===== src/rtl/mbist_pkg.sv =====
package mbist_pkg;

  typedef enum logic [1:0] {
    ST_IDLE,
    ST_RUN,
    ST_DRAIN,
    ST_DONE
  } mb_state_e;

  typedef struct packed {
    logic we;
    logic val;
  } mb_op_t;

  localparam logic [1:0] LAST_ELEM = 2'd3;

  // index of the final operation inside an element
  function automatic logic [1:0] elem_last_op(input logic [1:0] e);
    case (e)
      2'd1, 2'd2: return 2'd2;
      default:    return 2'd0;
    endcase
  endfunction

  function automatic logic elem_down(input logic [1:0] e);
    return e[1];
  endfunction

  function automatic mb_op_t elem_op(input logic [1:0] e, input logic [1:0] i);
    mb_op_t o;
    o = '{we: 1'b0, val: 1'b0};
    case (e)
      2'd0: o = '{we: 1'b1, val: 1'b0};
      2'd1: case (i)
              2'd0:    o = '{we: 1'b0, val: 1'b0};
              2'd1:    o = '{we: 1'b1, val: 1'b1};
              default: o = '{we: 1'b0, val: 1'b1};
            endcase
      2'd2: case (i)
              2'd0:    o = '{we: 1'b0, val: 1'b1};
              2'd1:    o = '{we: 1'b1, val: 1'b0};
              default: o = '{we: 1'b0, val: 1'b0};
            endcase
      default: o = '{we: 1'b0, val: 1'b0};
    endcase
    return o;
  endfunction

endpackage


===== src/rtl/mbist_addr_gen.sv =====
module mbist_addr_gen #(
  parameter int unsigned NUM_MEMS = 4,
  parameter int unsigned ADDR_W   = 5,
  parameter int unsigned SEL_W    = 2,
  parameter int unsigned DEPTHS [NUM_MEMS] = '{default: 32}
) (
  input  logic              clk_i,
  input  logic              rst_ni,
  input  logic              load_i,
  input  logic              load_dn_i,
  input  logic              step_i,
  input  logic              dn_i,
  output logic [SEL_W-1:0]  sel_o,
  output logic [ADDR_W-1:0] word_o,
  output logic              end_o
);

  localparam logic [SEL_W-1:0] SEL_MAX = SEL_W'(NUM_MEMS - 1);

  logic [SEL_W-1:0]  sel_q;
  logic [ADDR_W-1:0] word_q;
  logic              at_top;

  function automatic logic [ADDR_W-1:0] top_word(input logic [SEL_W-1:0] s);
    return ADDR_W'(DEPTHS[s] - 1);
  endfunction

  always_comb begin
    at_top = (word_q == top_word(sel_q));
    end_o  = dn_i ? (word_q == '0 && sel_q == '0) : (at_top && sel_q == SEL_MAX);
  end

  always_ff @(posedge clk_i or negedge rst_ni) begin
    if (!rst_ni) begin
      sel_q  <= '0;
      word_q <= '0;
    end else if (load_i) begin
      if (load_dn_i) begin
        sel_q  <= SEL_MAX;
        word_q <= top_word(SEL_MAX);
      end else begin
        sel_q  <= '0;
        word_q <= '0;
      end
    end else if (step_i) begin
      if (dn_i) begin
        if (word_q == '0) begin
          sel_q  <= sel_q - 1'b1;
          word_q <= top_word(sel_q - 1'b1);
        end else begin
          word_q <= word_q - 1'b1;
        end
      end else begin
        if (at_top) begin
          sel_q  <= sel_q + 1'b1;
          word_q <= '0;
        end else begin
          word_q <= word_q + 1'b1;
        end
      end
    end
  end

  assign sel_o  = sel_q;
  assign word_o = word_q;

endmodule


===== src/rtl/mbist_march_seq.sv =====
module mbist_march_seq
  import mbist_pkg::*;
(
  input  logic clk_i,
  input  logic rst_ni,
  input  logic start_i,
  input  logic addr_end_i,
  output logic go_o,
  output logic load_o,
  output logic load_dn_o,
  output logic step_o,
  output logic dn_o,
  output logic active_o,
  output logic op_we_o,
  output logic op_val_o,
  output logic done_o
);

  mb_state_e  st_q;
  logic [1:0] elem_q, idx_q;
  logic       last_op, elem_end;
  mb_op_t     op;

  always_comb begin
    op        = elem_op(elem_q, idx_q);
    active_o  = (st_q == ST_RUN);
    go_o      = start_i && (st_q == ST_IDLE || st_q == ST_DONE);
    last_op   = (idx_q == elem_last_op(elem_q));
    elem_end  = active_o && last_op && addr_end_i;
    dn_o      = elem_down(elem_q);
    step_o    = active_o && last_op && !addr_end_i;
    load_o    = go_o || (elem_end && elem_q != LAST_ELEM);
    load_dn_o = go_o ? 1'b0 : elem_down(elem_q + 2'd1);
    op_we_o   = op.we;
    op_val_o  = op.val;
    done_o    = (st_q == ST_DONE);
  end

  always_ff @(posedge clk_i or negedge rst_ni) begin
    if (!rst_ni) begin
      st_q   <= ST_IDLE;
      elem_q <= '0;
      idx_q  <= '0;
    end else begin
      case (st_q)
        ST_RUN: begin
          if (last_op) begin
            idx_q <= '0;
            if (addr_end_i) begin
              if (elem_q == LAST_ELEM) st_q <= ST_DRAIN;
              else                     elem_q <= elem_q + 2'd1;
            end
          end else begin
            idx_q <= idx_q + 2'd1;
          end
        end
        ST_DRAIN: st_q <= ST_DONE;
        default: if (go_o) begin
          st_q   <= ST_RUN;
          elem_q <= '0;
          idx_q  <= '0;
        end
      endcase
    end
  end

endmodule


===== src/rtl/mbist_resp.sv =====
module mbist_resp #(
  parameter int unsigned NUM_MEMS = 4,
  parameter int unsigned DATA_W   = 8,
  parameter int unsigned SEL_W    = 2
) (
  input  logic                       clk_i,
  input  logic                       rst_ni,
  input  logic                       clear_i,
  input  logic                       rd_i,
  input  logic [DATA_W-1:0]          exp_i,
  input  logic [SEL_W-1:0]           sel_i,
  input  logic [NUM_MEMS*DATA_W-1:0] rdata_i,
  output logic                       fail_o,
  output logic [SEL_W-1:0]           fail_sel_o
);

  logic              rd_q, fail_q, miss;
  logic [DATA_W-1:0] exp_q, got;
  logic [SEL_W-1:0]  sel_q, fail_sel_q;

  always_comb begin
    got  = rdata_i[int'(sel_q)*DATA_W +: DATA_W];
    miss = rd_q && (got != exp_q);
  end

  always_ff @(posedge clk_i or negedge rst_ni) begin
    if (!rst_ni) begin
      rd_q       <= 1'b0;
      exp_q      <= '0;
      sel_q      <= '0;
      fail_q     <= 1'b0;
      fail_sel_q <= '0;
    end else begin
      rd_q  <= rd_i;
      exp_q <= exp_i;
      sel_q <= sel_i;
      if (clear_i) begin
        fail_q     <= 1'b0;
        fail_sel_q <= '0;
      end else if (miss && !fail_q) begin
        fail_q     <= 1'b1;
        fail_sel_q <= sel_q;
      end
    end
  end

  assign fail_o     = fail_q;
  assign fail_sel_o = fail_sel_q;

endmodule


===== src/rtl/mbist_serial_wrap.sv =====
module mbist_serial_wrap #(
  parameter int unsigned NUM_MEMS = 4,
  parameter int unsigned DATA_W   = 8,
  parameter int unsigned ADDR_W   = 5,
  parameter int unsigned DEPTHS [NUM_MEMS] = '{default: 32},
  localparam int unsigned SEL_W   = $clog2(NUM_MEMS)
) (
  input  logic                       clk_i,
  input  logic                       rst_ni,
  input  logic                       test_mode_i,
  input  logic                       start_i,
  output logic                       done_o,
  output logic                       fail_o,
  output logic [SEL_W-1:0]           fail_mem_o,
  input  logic [NUM_MEMS-1:0]        func_ce_i,
  input  logic [NUM_MEMS-1:0]        func_we_i,
  input  logic [NUM_MEMS*ADDR_W-1:0] func_addr_i,
  input  logic [NUM_MEMS*DATA_W-1:0] func_wdata_i,
  output logic [NUM_MEMS-1:0]        mem_ce_o,
  output logic [NUM_MEMS-1:0]        mem_we_o,
  output logic [NUM_MEMS*ADDR_W-1:0] mem_addr_o,
  output logic [NUM_MEMS*DATA_W-1:0] mem_wdata_o,
  input  logic [NUM_MEMS*DATA_W-1:0] mem_rdata_i
);

  logic              go, load, load_dn, step, dn, active, op_we, op_val, addr_end;
  logic [SEL_W-1:0]  bist_sel;
  logic [ADDR_W-1:0] bist_word;
  logic [DATA_W-1:0] bist_data;

  mbist_march_seq u_seq (
    .clk_i      (clk_i),
    .rst_ni     (rst_ni),
    .start_i    (start_i && test_mode_i),
    .addr_end_i (addr_end),
    .go_o       (go),
    .load_o     (load),
    .load_dn_o  (load_dn),
    .step_o     (step),
    .dn_o       (dn),
    .active_o   (active),
    .op_we_o    (op_we),
    .op_val_o   (op_val),
    .done_o     (done_o)
  );

  mbist_addr_gen #(
    .NUM_MEMS (NUM_MEMS),
    .ADDR_W   (ADDR_W),
    .SEL_W    (SEL_W),
    .DEPTHS   (DEPTHS)
  ) u_addr (
    .clk_i     (clk_i),
    .rst_ni    (rst_ni),
    .load_i    (load),
    .load_dn_i (load_dn),
    .step_i    (step),
    .dn_i      (dn),
    .sel_o     (bist_sel),
    .word_o    (bist_word),
    .end_o     (addr_end)
  );

  assign bist_data = {DATA_W{op_val}};

  mbist_resp #(
    .NUM_MEMS (NUM_MEMS),
    .DATA_W   (DATA_W),
    .SEL_W    (SEL_W)
  ) u_resp (
    .clk_i      (clk_i),
    .rst_ni     (rst_ni),
    .clear_i    (go),
    .rd_i       (active && !op_we),
    .exp_i      (bist_data),
    .sel_i      (bist_sel),
    .rdata_i    (mem_rdata_i),
    .fail_o     (fail_o),
    .fail_sel_o (fail_mem_o)
  );

  for (genvar g = 0; g < NUM_MEMS; g++) begin : g_mem
    assign mem_ce_o[g] = test_mode_i ? (active && bist_sel == SEL_W'(g)) : func_ce_i[g];
    assign mem_we_o[g] = test_mode_i ? op_we : func_we_i[g];
    assign mem_addr_o[g*ADDR_W +: ADDR_W] =
      test_mode_i ? bist_word : func_addr_i[g*ADDR_W +: ADDR_W];
    assign mem_wdata_o[g*DATA_W +: DATA_W] =
      test_mode_i ? bist_data : func_wdata_i[g*DATA_W +: DATA_W];
  end

endmodule


===== config.mk =====
export PLATFORM = sky130hd
export DESIGN_NAME = mbist_serial_wrap
export DESIGN_NICKNAME = d
export VERILOG_FILES = /design/src/rtl/mbist_pkg.sv /design/src/rtl/mbist_addr_gen.sv /design/src/rtl/mbist_march_seq.sv /design/src/rtl/mbist_resp.sv /design/src/rtl/mbist_serial_wrap.sv
export SDC_FILE = /design/constraint.sdc
export NUM_CORES = 1
export LEC_CHECK = 0
export ABC_AREA = 1
export BUFFER_PORTS_ARGS = -buffer_cell sky130_fd_sc_hd__buf_4
export CAP_MARGIN = 20
export CORE_ASPECT_RATIO = 1.25
export CORE_MARGIN = 2
export CORE_UTILIZATION = 35
export DETAILED_ROUTE_END_ITERATION = 6
export GPL_TIMING_DRIVEN = 1
export PLACE_DENSITY = 0.66
export SLEW_MARGIN = 20
export SYNTH_ARGS = -nofsm -noshare
export SYNTH_HDL_FRONTEND = slang
export SYNTH_HIERARCHICAL = 1
export SYNTH_SLANG_ARGS = --single-unit

===== constraint.sdc =====
create_clock -name clk_i -period 2.63 [get_ports clk_i]
set_input_delay 0.263 -clock clk_i [delete_from_list [all_inputs] [get_ports clk_i]]
set_output_delay 0.263 -clock clk_i [all_outputs]
set_load 0.01 [all_outputs]

* After elaboration in Yosys (flattened, before gate mapping)
Cells that the tools add are included.
** Cells by class
- Bitwise operators :: 3
- Order comparisons :: 2
- Multiplexer cells :: 56
- Reduce and logical (&&, ||, !) cells :: 35
- Shift operators :: 1
- $add $sub $neg :: 8
- Equality and inequality tests :: 19
** Operators by type and width (count)
- binary-select mux 32 bit (select 2 bit) :: 2
- two-way mux 5 bit :: 14
- two-way mux 2 bit :: 18
- two-way mux 8 bit :: 4
- variable part select 32 x 6 -> 8 bit :: 1
- case mux 2 bit (2 select lines) :: 5
- logical AND 1 bit :: 15
- subtractor 5 x 1 -> 5 bit (second input constant) :: 3
- == test 2 bit (second input constant) :: 6
- two-way mux 1 bit :: 12
- == test 2 x 1 -> 1 bit (second input constant) :: 4
- logical NOT 2 bit :: 4
- != test 8 bit :: 1
- adder 2 x 1 -> 2 bit (second input constant) :: 3
- greater-or-equal comparator 3 bit (second input constant) :: 2
- != test 2 x 1 -> 1 bit (second input constant) :: 3
- NOT 2 -> 3 bit :: 2
- case mux 2 bit (3 select lines) :: 1
- nonzero test 2 bit :: 3
- nonzero test 3 bit :: 2
- adder 5 x 1 -> 5 bit (second input constant) :: 1
- == test 5 bit :: 1
- logical NOT 5 bit :: 1
- AND reduction 5 bit :: 1
- 11 further kinds :: 15
** Storage, ports and cells
- Input port bits :: 96
- Logic and storage cells :: 134
- Output and inout bits :: 64
- Bits in registers :: 20

* Depth between registers and ports, before layout
- Depth in word-level cells :: 13
- Depth in mapped cells :: 15
- Gate-level depth less buffers :: 14

* Modules after synthesis
The synthesis kept the hierarchy.
** By module, submodules not included
- mbist_resp :: seq. area each 350.3 µm², area an instance 920.9 µm², cells each 129, instances 1
- mbist_serial_wrap :: seq. area each 0.0 µm², area an instance 664.4 µm², cells each 151, instances 1
- mbist_addr_gen :: seq. area each 175.2 µm², area an instance 620.6 µm², cells each 91, instances 1
- mbist_march_seq :: seq. area each 150.1 µm², area an instance 569.3 µm², cells each 79, instances 1

* Worst setup path after synthesis
Ideal clock, no wire load.
- Path kind :: register to register
- From :: register u_addr.word_q[0] (netlist: u_addr/word_o[0])
- To :: register u_addr.sel_q[0] (netlist: u_addr/sel_o[0])
- Buffers on the path :: 0
- Path slack :: 0.215 ns
- Cell stages (with the launch flop) :: 13
- Library setup time :: 0.076 ns
- Period minus slack after synthesis :: 2.415 ns
- Arrival time :: 2.339 ns
- Required time :: 2.554 ns
- Cell sequence :: dfrtp_1 inv_1 ha_1 nand3_4 o31ai_1 nand2_1 o21ai_0 nor2_1 nand2_2 nand2_2 a21oi_4 nand2_1 o21ai_1
** On the way
- Word-level cells in the longest chain between the ends :: 8
- Elaborated cells on any way between the ends :: 15
- Classes of those cells :: 2 x eq/ne; 2 x mux; 11 x reduce/logical
** RTL lines
- start, declared :: line mbist_addr_gen.sv:21 : logic [ADDR_W-1:0] word_q;
- start signal, assigned :: line mbist_addr_gen.sv:40 : word_q <= top_word(SEL_MAX);
- start signal, assigned :: line mbist_addr_gen.sv:49 : word_q <= top_word(sel_q - 1'b1);
- start signal, assigned :: line mbist_addr_gen.sv:51 : word_q <= word_q - 1'b1;
- == test 5 bit / logical NOT 5 bit (equally long branches) :: line mbist_addr_gen.sv:29, mbist_addr_gen.sv:30
- logical AND 1 bit :: line mbist_addr_gen.sv:30 : end_o = dn_i ? (word_q == '0 && sel_q == '0) : (at_top && sel_q == SEL_MAX);
- two-way mux 1 bit * :: line mbist_addr_gen.sv:30
- named net addr_end :: line mbist_serial_wrap.sv:26 : logic go, load, load_dn, step, dn, active, op_we, op_val, addr_end;
- logical AND 1 bit * :: line mbist_march_seq.sv:29 : elem_end = active_o && last_op && addr_end_i;
- logical AND 1 bit * :: line mbist_march_seq.sv:32 : load_o = go_o || (elem_end && elem_q != LAST_ELEM);
- logical OR 1 bit * :: line mbist_march_seq.sv:32
- named net load :: line mbist_serial_wrap.sv:26
- != test 3 x 2 -> 1 bit (no line) (tied with other cells)
- AND reduction 3 bit (no line)
- end signal, assigned :: line mbist_addr_gen.sv:48 : sel_q <= sel_q - 1'b1;
- end signal, assigned :: line mbist_addr_gen.sv:55 : sel_q <= sel_q + 1'b1;
- end, declared :: line mbist_addr_gen.sv:20 : logic [SEL_W-1:0] sel_q;
Mark *: on every way through the listed nets, which the timed path passes. The rest lies on a longest branch.
A chain may end at the register's enable or synchronous reset.

* Worst setup path in the final report
- From :: register u_seq.elem_q[1]
- To :: output port mem_wdata_o[22]
** On the way
- Word-level cells in the longest chain between the ends :: 3
- Elaborated cells on any way between the ends :: 5
- Classes of those cells :: 2 x eq/ne; 2 x mux; 1 x reduce/logical
** RTL lines
- start, declared :: line mbist_march_seq.sv:20 : logic [1:0] elem_q, idx_q;
- start signal, assigned :: line mbist_march_seq.sv:51 : else elem_q <= elem_q + 2'd1;
- == test 2 bit (tied with other cells) :: line mbist_pkg.sv:32 : case (e)
- case mux 2 bit (3 select lines) * :: line mbist_pkg.sv:32
- named net op_val :: line mbist_serial_wrap.sv:26
- two-way mux 8 bit * :: line mbist_serial_wrap.sv:88 : test_mode_i ? bist_data : func_wdata_i[g*DATA_W +: DATA_W];
- end, declared :: line mbist_serial_wrap.sv:22 : output logic [NUM_MEMS*DATA_W-1:0] mem_wdata_o,
Marks and branches as above.

==> out/results.ini <==
[outcome]
status=finished, final reports clean

[power_and_ir_drop]
p_int_mw=1.75
power_leakage_nw=2.44
p_per_area_nw_per_um2=892
sw_frac_of_total_pct=51.0
switching_power_mw=1.83
p_comb_share_pct=69.4
seqPwrFrac_pct=24.2
peakVddDrop_mv=0.476
p_clk_share_pct=6.3

[worst_hold_path]
holdCritPathClass=in2async

[timing]
worst_slack_ps=279
slew_headroom_pct=67.9
hold_viol_final=0
max_freq_mhz=425
worst_slew_pin_slew_ps=481
period_needed_ps=2350
slew_violations=0
rsz0062_at_grt=no
min_period_over_period_pct=89.4
setup_viol=0
fin_tns_setup_ps=0
fin_skew_ps=5.49

[floorplanning]
initial_core_util_pct=35.8
die_h_um=104
ios=160
placementRows=36
die_area_um2=8660
coreArea_um2=7750
die_x_um=83.6

[detailed_routing]
drt_iter0_drc=143
ant_nets=0
wirelength_um=8250
drt-wirelength-per-cell_um=11.9
met1_length_um=3500
wl_met2_um=4290
top_layer=met4
drc_errors=0
viasPerCell=4.60
vias=3205
firstDrtPassIters=4
route.met3.wl_um=384

[yosys]
synth_area_um2=2780
yosys.cell_types.count=30
yosys_warnings=6
yosysTopAreaCellShare_pct=31.1
ys_seq_area_share_pct=24.3
synth_nets=562
ys_seq_elements=27
synth.largest_area_cell=nand2_1
synth_area_leaders=nand2_1 (31%), dfrtp_1 (24%), ha_1 (7.2%), inv_1 (6.1%), nand3_1 (5.6%)
syn_inst=450
synth.avg_cell_area_um2=6.17

[cts]
cts_htree_levels=1
cts_buffers=3
clock_latency_ps=260
cts_tree=done
clock-root-buffer=clkbuf_8
cts_max_path_buffers=2
cts_setup_buffers=0
clk_pin_slew_ps=90
cts_sinks=27

[final_layout]
drive_above_1_share_pct=34.9
diodes=0
layout_common_cells=nand2_1 (230), buf_4 (161), inv_1 (45), nand3_1 (31), dfrtp_1 (24)
syn_to_final_growth_pct=44.5
fillCellCount=803
final_common_cell=nand2_1
final_nets=714

[setup_path]
worst_setup_path_start_kind=register
crit_required_ps=2370
worstSetupPathType=reg2out
rrSetupSlack_ps=310
end_kind=output pin
crit_fanout=32
crit_arrival_ps=2090

[placed_design]
globalplace.congestion=0.897
numPortBuffers=159
post-dp-hpwl_um=6680
post-place-ws_ps=230

[flow_run]
drv_cap=0

[global_routing]
grt_pass1_wl_um=13400
antenna_found_initial=0
grt_pass1_vias=2925
grtUsageTotal_pct=18.1
grt_max_degree=62
gr-total-overflow=0

-- kinds of logic after synthesis --
group	count (synthesis)	share of synthesized area [%]
fa+ha+maj	16	7.21
flops	27	24.3
compound gates	27	5.82
buf+inv	65	13.3
simple gates	315	49.3
-- critical path, stage by stage, from the launching register on --
cell and delay, ps:
dfrtp_1 500, inv_1 130, ha_1 180, nand2_1 70, a21oi_2 350, nand2_4 290, nand2_1 160, buf_4 130
-- per-stage QoR --
stage                     utilization [%]  std cells  hold slack [ps]  cell area [um^2]  power [mW]
after global routing                 51.8        696              470              4010        3.98
after global placement               50.8        691              195              3940        3.31
final                                51.8        696              436              4010        3.58
after detailed placement             50.8        691              198              3940        3.36
after floorplan                         -        450            -32.6              2780        2.56
after CTS                            51.6        696              439              4000        3.61
-- cell type report --
type                    count  area, um^2  area share [%]
clock buffers               4        45.0            1.12
inverters                  50         205            5.12
flip-flops and latches     27         679            16.9
multi-input cells         358        1740            43.5
well taps                  95         119            2.96
repair buffers            162        1220            30.4
-- timing repair --
| action | in CTS | in global routing |
|---|---|---|
| hold buffers | 1 | 0 |
| endpoints found under the setup margin | 9 | 6 |
| endpoints found under the hold margin | 27 | 0 |
| resized for setup | 1 | 6 |
-- power by group through the flow --
stage | combinational (mW) | sequential [mW] | clock [mW]
after floorplan | 1.80 | 0.758 | 0
after global placement | 2.45 | 0.868 | 0
after detailed placement | 2.49 | 0.874 | 0
after CTS | 2.50 | 0.864 | 0.243
after global routing | 2.82 | 0.905 | 0.256
final | 2.48 | 0.867 | 0.227
-- path summary, 6_finish.rpt --
check	from	depth (start not counted)	to
worst min register to register	u_addr/sel_o[1]	0	u_resp/sel_q[1]
min in group clk_i	u_addr/sel_o[1]	0	u_resp/sel_q[1]
worst max register to register	u_addr/word_o[0]	13	u_addr/sel_o[0]
worst min-delay path	rst_ni	2	u_seq/elem_q[1]
worst max-delay path	u_seq/elem_q[1]	7	mem_wdata_o[22]
max in group asynchronous	rst_ni	2	u_addr/word_o[2]
-- synth_stat cells --
library cell	instances
nand2_1	230
a21oi_4	1
dfrtp_1	27
o21a_1	1
o21ai_2	1
inv_1	45
o21bai_1	1
nand3_1	31
ha_1	16
a31oi_1	1
nand3_4	1
o21ai_0	6
a21oi_1	11
o21ai_1	3
buf_6	12
inv_6	1
nor2_2	4
nand4_1	3
buf_8	1
buf_4	2
nor2_4	1
nor2_1	19
inv_8	1
a22oi_1	1
o31ai_1	1
inv_2	1
inv_4	2
nand3_2	10
nand2_4	1
nand2_2	15
-- state kept, by name (all words and copies together) (netlist names) --
name,count
u_seq/st_q,2
u_resp/sel_q,2
u_resp/exp_q,8
u_seq/elem_q,2
u_addr/word_o,5
u_resp/fail_o,1
u_addr/sel_o,2
u_resp/fail_sel_o,2
u_resp/rd_q,1
u_seq/idx_q,2
-- metal layers --
metal	up-vias	GRT usage [%]
li1	1684	-
met1	1433	23.4
met2	82	32.7
met3	6	2.07
met4	0	3.23
met5	-	0
Note: power is estimated with default switching activity, not from simulation.
